--- src/rtl/dr_pkg.sv ---
package dr_pkg;

  typedef enum logic [1:0] {
    SYM_SPACER = 2'b00,
    SYM_ZERO   = 2'b01,
    SYM_ONE    = 2'b10,
    SYM_BAD    = 2'b11
  } dr_sym_e;

  typedef struct packed {
    logic empty;
    logic legal;
    logic bad;
    logic value;
  } dr_bit_t;

  function automatic dr_bit_t classify(input logic t, input logic f);
    dr_bit_t r;
    r = '0;
    unique case (dr_sym_e'({t, f}))
      SYM_SPACER: r.empty = 1'b1;
      SYM_ZERO:   r.legal = 1'b1;
      SYM_ONE:    begin r.legal = 1'b1; r.value = 1'b1; end
      SYM_BAD:    r.bad = 1'b1;
      default:    r = '0;
    endcase
    return r;
  endfunction

endpackage

--- src/rtl/dr_bit_decode.sv ---
module dr_bit_decode #(
  parameter int WIDTH = 8
) (
  input  logic [WIDTH-1:0] rail_t,
  input  logic [WIDTH-1:0] rail_f,
  output logic [WIDTH-1:0] empty,
  output logic [WIDTH-1:0] legal,
  output logic [WIDTH-1:0] bad,
  output logic [WIDTH-1:0] value
);
  import dr_pkg::*;

  for (genvar i = 0; i < WIDTH; i++) begin : g_bit
    dr_bit_t cls;
    always_comb cls = classify(rail_t[i], rail_f[i]);
    assign empty[i] = cls.empty;
    assign legal[i] = cls.legal;
    assign bad[i]   = cls.bad;
    assign value[i] = cls.value;
  end
endmodule

--- src/rtl/dr_and_tree.sv ---
module dr_and_tree #(
  parameter int N = 8
) (
  input  logic [N-1:0] leaves,
  output logic         all_set
);
  localparam int LEVELS = (N > 1) ? $clog2(N) : 0;
  localparam int SLOTS  = 1 << LEVELS;

  logic node [1:2*SLOTS-1];

  for (genvar i = 0; i < SLOTS; i++) begin : g_leaf
    if (i < N) begin : g_real
      assign node[SLOTS+i] = leaves[i];
    end else begin : g_pad
      assign node[SLOTS+i] = 1'b1;
    end
  end

  for (genvar j = 1; j < SLOTS; j++) begin : g_join
    assign node[j] = node[2*j] & node[2*j+1];
  end

  assign all_set = node[1];
endmodule

--- src/rtl/dr_mono_check.sv ---
module dr_mono_check #(
  parameter int WIDTH = 8
) (
  input  logic             clk,
  input  logic             rst,
  input  logic             ack_phase,
  input  logic [WIDTH-1:0] rail_t,
  input  logic [WIDTH-1:0] rail_f,
  output logic             violation
);
  logic [WIDTH-1:0] prev_t;
  logic [WIDTH-1:0] prev_f;
  logic [WIDTH-1:0] bit_bad;

  always_ff @(posedge clk) begin
    if (rst) begin
      prev_t <= '0;
      prev_f <= '0;
    end else begin
      prev_t <= rail_t;
      prev_f <= rail_f;
    end
  end

  for (genvar i = 0; i < WIDTH; i++) begin : g_bit
    logic was_empty;
    logic was_legal;
    logic moved;
    always_comb begin
      was_empty  = ~(prev_t[i] | prev_f[i]);
      was_legal  = prev_t[i] ^ prev_f[i];
      moved      = (prev_t[i] != rail_t[i]) || (prev_f[i] != rail_f[i]);
      bit_bad[i] = ack_phase ? (was_empty & moved) : (was_legal & moved);
    end
  end

  assign violation = |bit_bad;
endmodule

--- src/rtl/dr_chan_rx.sv ---
module dr_chan_rx #(
  parameter int WIDTH = 8
) (
  input  logic             clk,
  input  logic             rst,
  input  logic [WIDTH-1:0] rail_t,
  input  logic [WIDTH-1:0] rail_f,
  output logic             ack,
  output logic [WIDTH-1:0] word_out,
  output logic             word_vld,
  output logic             err
);
  logic [WIDTH-1:0] empty_v;
  logic [WIDTH-1:0] legal_v;
  logic [WIDTH-1:0] bad_v;
  logic [WIDTH-1:0] value_v;
  logic             complete;
  logic             drained;
  logic             order_viol;
  logic             ack_q;
  logic             vld_q;
  logic             err_q;
  logic [WIDTH-1:0] word_q;
  logic             err_nxt;
  logic             take;
  logic             release_ack;

  dr_bit_decode #(.WIDTH(WIDTH)) i_decode (
    .rail_t (rail_t),
    .rail_f (rail_f),
    .empty  (empty_v),
    .legal  (legal_v),
    .bad    (bad_v),
    .value  (value_v)
  );

  dr_and_tree #(.N(WIDTH)) i_done_tree (
    .leaves  (legal_v),
    .all_set (complete)
  );

  dr_and_tree #(.N(WIDTH)) i_empty_tree (
    .leaves  (empty_v),
    .all_set (drained)
  );

  dr_mono_check #(.WIDTH(WIDTH)) i_mono (
    .clk       (clk),
    .rst       (rst),
    .ack_phase (ack_q),
    .rail_t    (rail_t),
    .rail_f    (rail_f),
    .violation (order_viol)
  );

  always_comb begin
    err_nxt     = err_q | (|bad_v) | order_viol;
    take        = ~ack_q & ~err_q & complete & ~order_viol;
    release_ack = ack_q & drained;
  end

  always_ff @(posedge clk) begin
    if (rst) begin
      ack_q  <= 1'b0;
      vld_q  <= 1'b0;
      err_q  <= 1'b0;
      word_q <= '0;
    end else begin
      err_q <= err_nxt;
      vld_q <= take;
      if (take) word_q <= value_v;
      if (err_nxt)          ack_q <= 1'b0;
      else if (take)        ack_q <= 1'b1;
      else if (release_ack) ack_q <= 1'b0;
    end
  end

  assign ack      = ack_q;
  assign word_vld = vld_q;
  assign err      = err_q;
  assign word_out = word_q;
endmodule

--- config.mk ---
export PLATFORM = sky130hd
export DESIGN_NAME = dr_chan_rx
export DESIGN_NICKNAME = d
export VERILOG_FILES = /design/src/rtl/dr_pkg.sv /design/src/rtl/dr_bit_decode.sv /design/src/rtl/dr_and_tree.sv /design/src/rtl/dr_mono_check.sv /design/src/rtl/dr_chan_rx.sv
export SDC_FILE = /design/constraint.sdc
export NUM_CORES = 1
export LEC_CHECK = 0
export BUFFER_PORTS_ARGS = -buffer_cell sky130_fd_sc_hd__buf_2
export CAP_MARGIN = 20
export CORE_MARGIN = 10
export CORE_UTILIZATION = 52
export CTS_BUF_LIST = sky130_fd_sc_hd__clkbuf_16
export CTS_CLUSTER_SIZE = 24
export DETAILED_ROUTE_END_ITERATION = 7
export HOLD_SLACK_MARGIN = 0.12
export MAX_ROUTING_LAYER = met4
export PLACE_DENSITY = 0.71
export SLEW_MARGIN = 20
export SYNTH_ARGS = -nofsm -noshare
export SYNTH_HDL_FRONTEND = slang
export SYNTH_HIERARCHICAL = 1
export SYNTH_SLANG_ARGS = --single-unit
--- constraint.sdc ---
create_clock -name clk -period 2.65 [get_ports clk]
set_clock_uncertainty 0.05 [all_clocks]
set_input_delay 0.265 -clock clk [delete_from_list [all_inputs] [get_ports clk]]
set_output_delay 0.265 -clock clk [all_outputs]
set_load 0.02 [all_outputs]
==> out/qor.yml, run 1 <==
leakagePower_nw: 0.887
clockRootBuffer: "clkbuf_16"
path_clk_slew_ps: 70
yosys_warnings: 6
worstPathArrival_ps: 2500
yosysUniqueCellTypes: 19
finalNetCount: 267
clock.fmax_mhz: 413
slew_headroom: 0.665
core_um2: 3080
initial_utilization: 0.548
synth_top_family_by_area: "adder cells"
final_common_cell: "inv_1"
cts_tree: "built"
h-tree-depth: 1
num-fill-cells: 284
ys_seq_area_frac: 0.320
synth-compound-area-share: 0.0542
post-route-min-period_ps: 2420
syn_inst: 187
outcome: "complete, no violations"
worstPathCellList: "inv_1 -> ha_1 -> mux2i_1 -> a21oi_1 -> nor4_1 -> nand2_1 -> or4b_1 -> nand2_1 -> a21oi_1"
dr_wl_met3_um: 95
synth-simple-area-share: 0.162
vias: 1284
wl_met2_mm: 1.95
path_max_fanout: 9
maxCapViolations: 0
worst_pin_slew_ps: 500
path_buf_inv: 1
drive_gt1_frac: 0.167
cp_slowest_cell: "or4b_1"
syn_nets: 237
routabilityCongestion: 0.829
drt-met1-wl_mm: 1.47
hold_class: "input port to register"
min_from: "rail_f[3]"
grt_util_all_layers: 0.132
grt_pass1_vias: 1367
overflow: 0
irDropWorstVdd_v: 0.000317
rsz0062_at_grt: "false"
power_mw: 0.929
crit_path_end_kind: "register"
dieArea_um2: 5920
area_growth_pct: 15.2
routed_wl_mm: 3.59
path_delay_family: "simple AND/OR/NAND/NOR gates"
cp-startpoint: "i_mono/prev_f[6]"
grt_max_degree: 28
synth-xor-area-share: 0.0875
io-pin-count: 29
portBuffers: 28
cts_made_buffers: 3
fin_tns_setup_ps: 0
powerDensity_nw_per_um2: 478
drt-wirelength-per-cell_um: 13.8
synth.area.mux_share: 0.0475
period_share: 0.913
yosys.area.top_type_share: 0.320
synthAdderAreaFrac: 0.237
reg2reg_from: "i_mono/prev_f[6]"
ant_nets: 0
dr.pass1.iters: 4
fp-row-count: 20
cts_num_sinks: 27
synth_area_leaders: "dfxtp_1 (32%), ha_1 (24%), xnor2_1 (7.8%)"
via_per_inst: 4.94
die_y_um: 77.0
setup_violations: 0
finalHoldViolations: 0
drv_slew: 0
syn_area_um2: 1690
final_cell_mix: "inv_1 (33), ha_1 (32), buf_2 (28)"
ys_seq_elements: 27
dr.max_layer_used: "met4"
cp-start-kind: "register"
drc_errors: 0
clockBufferDepth: 2
clock_latency_ps: 260
grt_pass1_wl_mm: 6.27
post-dp-hpwl_mm: 2.78
drt_iter0_markers: 82
path_class: "register to register"
antennaDiodeCount: 0
yosysTopAreaCell: "dfxtp_1"
syn_area_per_cell_um2: 9.02
antenna_found_initial: 0
worst_ep_required_time_ps: 2730
cpPeakStageDelay_ps: 650
die_w_um: 77.0
cts_hold_buffers: 0
routing by layer:
layer  global-route usage  vias up
li1                     -      652
met1                0.140      599
met2                0.233       26
met3               0.0210        7
met4               0.0613        0
met5                    -        -
metrics by stage:
stage	utilization	cells	hold slack (ps)	setup WS [ps]	area, um2
after floorplan	-	187	287	395	1690
after global placement	0.604	256	392	150	1860
after detailed placement	0.604	256	396	83.6	1860
after CTS	0.631	260	223	64.7	1940
after global routing	0.631	260	253	37.0	1940
final	0.631	260	219	229	1940
power breakdown:
group | switching, mW | internal [mW]
clock network | 0.147 | 0.205
logic | 0.0790 | 0.0674
registers | 0.0101 | 0.420
kinds of logic (layout without fill, tap and decap cells):
kind of cell / Yosys count / in the layout
adders and majority gates: 32 / 32
buffers and inverters: 37 / 66
xor gates and xnor gates: 16 / 16
muxes: 8 / 8
AOI/OAI and AO/OA: 18 / 18
and+or+nand+nor: 49 / 49
DFF: 27 / 27
synth_stat cells (all sizes together):
master and instances:
or4b 1, a21oi 17, nand4 4, xnor2 16, nor4b 1, nor2 4, clkbuf 2, a31oi 1
dfxtp 27, inv 33, nor3 1, mux2i 8, nand2 17, nor4 4, buf 2, nand3 1
ha 32, nor2b 16
area by class of cell:
type | instances | area [um2] | area share
well taps | 44 | 55.1 | 0.0283
clock buffers | 3 | 75.1 | 0.0386
multi-input cells | 123 | 992 | 0.511
clock inverters | 1 | 7.51 | 0.00386
flip-flops and latches | 27 | 542 | 0.279
repair buffers | 29 | 148 | 0.0760
inverters | 33 | 124 | 0.0637
worst paths after layout:
kind | cells after the start | to | slack, ps
max | 9 | word_out[2] | 230
min | 2 | i_mono/prev_f[3] | 220
max reg2reg | 9 | word_out[2] | 230
min reg2reg | 2 | word_out[4] | 400
timing repair:
item,4_1_cts,5_1_grt
gates resized for setup,0,1
setup endpoints to repair,0,9
buffers inserted,0,0
worst register-to-register path, stage by stage, from the launching register on:
cell,delay [ps]
dfxtp_1,380
inv_1,60
ha_1,270
mux2i_1,150
a21oi_1,70
nor4_1,320
nand2_1,130
or4b_1,650
nand2_1,120
a21oi_1,80
sequential cells by signal, summed over array words and instances, names as in the netlist:
signal,flops
err,1
i_mono/prev_f,8
ack,1
i_mono/prev_t,8
word_out,8
word_vld,1
Note: power is estimated with default switching activity, not from simulation.
==> run 2: changes to the inputs <==
Settings changed: CORE_ASPECT_RATIO set to 1.1.
==> out/qor.yml, run 2 (synthesized netlist as in run 1, its figures left out) <==
outcome: "complete, no violations"
vias: 1273
h-tree-depth: 1
io-pin-count: 29
seqPwrFrac: 0.467
hold_class: "input port to register"
path_max_fanout: 9
clock.fmax_mhz: 414
grt_use_met2: 0.233
powerDensity_nw_per_um2: 477
use_met3: 0.0199
slew_headroom: 0.669
num-fill-cells: 267
crit_path_end_kind: "register"
p_comb_frac: 0.155
finalNetCount: 267
final_cell_mix: "inv_1 (33), ha_1 (32), buf_2 (28)"
regToRegSetupSlack_ps: 240
grt_pass1_vias: 1394
cts_hold_buffers: 0
via_per_inst: 5.09
maxCapViolations: 0
cp_slowest_cell: "or4b_1"
placed_area_um2: 1850
cts_setup_buffers: 0
worst_ep_required_time_ps: 2730
worstPathArrival_ps: 2490
intPower_mw: 0.690
cts_tree: "built"
antennaDiodeCount: 0
drive_gt1_frac: 0.167
drv_slew: 0
cts_made_buffers: 3
dp_cells: 246
fin_tns_setup_ps: 0
worstPathCellList: "inv_1 -> ha_1 -> mux2i_1 -> a21oi_1 -> nor4_1 -> nand2_1 -> or4b_1 -> nand2_1 -> a21oi_1"
switching_share: 0.250
ctsResizeCount: 0
cts_num_sinks: 27
drc_errors: 0
period_share: 0.911
die_w_um: 74.3
leakagePower_nw: 0.891
antenna_found_initial: 0
path_class: "register to register"
setup_violations: 0
routabilityCongestion: 0.874
worst_pin_slew_ps: 494
p_clk_frac: 0.378
busiest_layer: "met2"
path_clk_slew_ps: 70
cp-start-kind: "register"
clockRootBuffer: "clkbuf_16"
grt_pass1_wl_mm: 6.09
routed_wl_mm: 3.47
grtUsageMet1: 0.140
drt_iter0_markers: 61
clockBufferDepth: 2
finalHoldViolations: 0
overflow: 0
area_growth_pct: 14.3
final_common_cell: "inv_1"
ant_nets: 0
drt-wirelength-per-cell_um: 13.9
core_um2: 3070
cpPeakStageDelay_ps: 660
post-route-min-period_ps: 2410
fin_area_um2: 1930
rsz0062_at_grt: "false"
irDropWorstVdd_v: 0.000340
grt_util_all_layers: 0.129
die_y_um: 79.7
fp-row-count: 21
clock_latency_ps: 260
p_sw_mw: 0.230
portBuffers: 28
whs_ps: 228
post-dp-hpwl_mm: 2.75
instances_no_fill: 250
dieArea_um2: 5920
grt_max_degree: 28
dr.pass1.iters: 4
initial_utilization: 0.549
[run 2: cell types whose count changed in the layout (fill, tap and decap cells not counted)]
cell / before / now
clkinv_2: 0 / 1
clkinvlp_4: 1 / 0
[run 2: metal layers]
metal | wire length [um] | up-vias
li1 | - | 649
met1 | 1440 | 597
met2 | 1850 | 21
met3 | 108 | 6
met4 | 68 | 0
met5 | 0 | -
[run 2: cell type report]
class / count / area, um2 / area share
multi-input cells: 123 / 992 / 0.515
well taps: 34 / 42.5 / 0.0221
inverters: 33 / 124 / 0.0642
clock buffers: 3 / 75.1 / 0.0389
clock inverters: 1 / 5.00 / 0.00260
repair buffers: 29 / 148 / 0.0766
flip-flops and latches: 27 / 542 / 0.281
[run 2: worst max-delay path, delay by kind of cell, from the launching register on]
| family | cells | cell delay, ps |
|---|---|---|
| simple gates | 4 | 1300 |
| flops | 1 | 350 |
| fa+ha+maj | 1 | 280 |
| mux | 1 | 130 |
| compound gates | 2 | 130 |
| buf+inv | 1 | 50 |
[run 2: power by group through the flow]
stage / combinational [mW] / sequential [mW] / clock (mW)
2_1_floorplan: 0.0880 / 0.438 / 0
3_3_place_gp: 0.136 / 0.438 / 0
3_5_place_dp: 0.143 / 0.439 / 0
4_1_cts: 0.145 / 0.430 / 0.356
5_1_grt: 0.165 / 0.432 / 0.372
6_report: 0.143 / 0.430 / 0.348
[run 2: worst paths after layout]
path / endpoint / start / depth (start not counted)
max: word_out[2] / i_mono/prev_t[7] / 9
min: i_mono/prev_f[0] / rail_f[0] / 2
max reg2reg: word_out[2] / i_mono/prev_t[7] / 9
min reg2reg: word_out[6] / word_out[6] / 2
[run 2: stage by stage]
stage | setup WS, ps | total power [mW] | util
floorplan | 395 | 0.526 | -
global placement | 129 | 0.574 | 0.601
detailed placement | 13.5 | 0.582 | 0.601
CTS | 0.645 | 0.930 | 0.627
global route | 26.4 | 0.969 | 0.627
finish | 236 | 0.920 | 0.627
==> run 3: changes to the inputs <==
Settings changed: SYNTH_HIERARCHICAL 1 to not set.
==> out/qor.yml, run 3 <==
maxCapViolations: 0
reg2reg_depth: 5
core_um2: 3130
p_sw_mw: 0.240
worst_ep_required_time_ps: 2790
vias: 1256
async_reset_ff_frac: 0
grt_pass1_wl_mm: 5.71
reg2reg_from: "ack"
ant_nets: 0
path_max_fanout: 11
post-route-min-period_ps: 2220
crit_end: "word_out[7]"
syn_area_um2: 1730
final_cell_mix: "inv_1 (33), ha_1 (32), buf_2 (28)"
routed_wl_mm: 3.39
whs_ps: 236
fin_tns_setup_ps: 0
synth_common_cells: "inv_1 (33), ha_1 (32), dfxtp_1 (27)"
instances_no_fill: 250
path_buf_inv: 0
yosysTopAreaCell: "dfxtp_1"
cts_tree: "built"
cts_hold_buffers: 0
cts_num_sinks: 27
reg2reg_to: "word_out[7]"
io-pin-count: 29
regArea_um2: 541
setup_slack_ps: 426
path_clk_slew_ps: 70
regToRegSetupSlack_ps: 430
irDropWorstVdd_v: 0.000254
cp-startpoint: "ack"
seqPwrFrac: 0.460
via_per_inst: 5.02
cts_made_buffers: 3
setup_violations: 0
leakagePower_nw: 0.909
dr.pass1.iters: 4
finalNetCount: 267
crit_path_end_kind: "register"
drt_iter0_markers: 64
clock_latency_ps: 260
synth_area_leaders: "dfxtp_1 (31%), ha_1 (23%), mux2i_1 (9.2%)"
fp-row-count: 21
synthFlopType: "dfxtp_1"
syn_nets: 239
rsz0062_at_grt: "false"
h-tree-depth: 1
cpPeakStageDelay_ps: 660
synth_edf_count: 0
switching_share: 0.257
syn_area_per_cell_um2: 9.18
clockRootBuffer: "clkbuf_16"
path_class: "register to register"
powerDensity_nw_per_um2: 475
routabilityCongestion: 0.809
drt-wirelength-per-cell_um: 13.6
syn_inst: 189
clock.fmax_mhz: 450
die_y_um: 80.6
intPower_mw: 0.693
dieArea_um2: 6050
multi_input_area_um2: 1030
finalHoldViolations: 0
drive_gt1_frac: 0.162
drv_slew: 0
clockBufferDepth: 2
cts_setup_buffers: 0
grt_max_degree: 36
cp_slowest_cell: "dfxtp_1"
die_w_um: 75.1
crit_path_frequent_cell: "mux2i_1"
ys_seq_area_frac: 0.312
antennaDiodeCount: 0
outcome: "complete, no violations"
area_growth_pct: 13.1
num-fill-cells: 276
slew_headroom: 0.639
dp_cells: 246
hold_class: "input port to register"
ys_seq_elements: 27
yosys_warnings: 0
post-place-ws_ps: 515
grt_util_all_layers: 0.120
yosysUniqueCellTypes: 21
period_share: 0.839
crit_cells: 5
yosys.area.top_type_share: 0.312
initial_utilization: 0.555
grt_pass1_vias: 1313
ctsResizeCount: 0
post-dp-hpwl_mm: 2.76
drc_errors: 0
final_common_cell: "inv_1"
p_clk_frac: 0.377
cp-start-kind: "register"
worst_pin_slew_ps: 541
path_delay_family: "simple AND/OR/NAND/NOR gates"
overflow: 0
worstPathArrival_ps: 2370
portBuffers: 28
synthMostInstantiatedCell: "inv_1"
p_comb_frac: 0.162
antenna_found_initial: 0
worstPathCellList: "mux2i_1 -> a21oi_1 -> nor3_1 -> and4_1 -> mux2i_1"
-- run 3: changes by cell type in the layout (fill, tap and decap cells not counted), sizes merged, moves of 8 or more --
cell | previous run | this run
nand2 | 17 | 1
nand2b | 0 | 16
nor2b | 16 | 0
nor2 | 4 | 19
a21oi | 17 | 8
mux2i | 8 | 16
-- run 3: cell type report --
cell class,instances,share of cell area
timing repair buffer,28,0.0714
clock inverter,1,0.00383
inverter,33,0.0631
multi-input combinational,124,0.526
clock buffer,3,0.0383
sequential,27,0.276
tap,34,0.0217
-- run 3: through the flow --
| step | utilization | area [um2] | power, mW |
|---|---|---|---|
| after global routing | 0.627 | 1960 | 0.979 |
| after detailed placement | 0.601 | 1880 | 0.591 |
| after global placement | 0.601 | 1880 | 0.585 |
| after CTS | 0.627 | 1960 | 0.939 |
| final | 0.627 | 1960 | 0.933 |
| after floorplan | - | 1730 | 0.539 |
-- run 3: power by group through the flow --
stage / Sequential, mW / Clock [mW] / Combinational (mW)
floorplan: 0.438 / 0 / 0.101
global placement: 0.438 / 0 / 0.147
detailed placement: 0.439 / 0 / 0.152
CTS: 0.429 / 0.356 / 0.154
global route: 0.431 / 0.372 / 0.175
finish: 0.429 / 0.352 / 0.152
-- run 3: worst min path at each step --
stage | from | end | cells past startpoint
after global placement | word_out[4] | word_out[4] | 2
after global routing | rail_t[2] | i_mono.prev_t[2] | 3
after floorplan | rail_t[2] | i_mono.prev_t[2] | 2
final | rail_t[2] | i_mono.prev_t[2] | 3
after CTS | rail_t[2] | i_mono.prev_t[2] | 3
after detailed placement | word_out[4] | word_out[4] | 2
-- run 3: cell families (layout without fill, tap and decap cells) --
| logic type | Yosys count | in the layout | synth area share |
|---|---|---|---|
| adder cells (fa/ha/maj) | 32 | 32 | 0.231 |
| flip-flops | 27 | 27 | 0.312 |
| buffers and inverters | 38 | 65 | 0.0931 |
| XOR/XNOR | 16 | 16 | 0.0808 |
| multiplexers | 16 | 16 | 0.0924 |
| AO/OA/AOI/OAI | 11 | 11 | 0.0404 |
| AND/OR/NAND/NOR | 49 | 49 | 0.151 |
-- run 3: metal layers --
layer,up-vias,share of wire,global-route usage
li1,653,-,-
met1,578,0.47,0.142
met2,21,0.48,0.204
met3,4,0.036,0.0209
met4,0,0.010,0.0284
met5,-,0,-
-- run 3: tightest hold or removal path: cells and delay by family --
| family | cells | cell delay, ps |
|---|---|---|
| AND/OR/NAND/NOR | 1 | 40 |
| buffers and inverters | 2 | 200 |
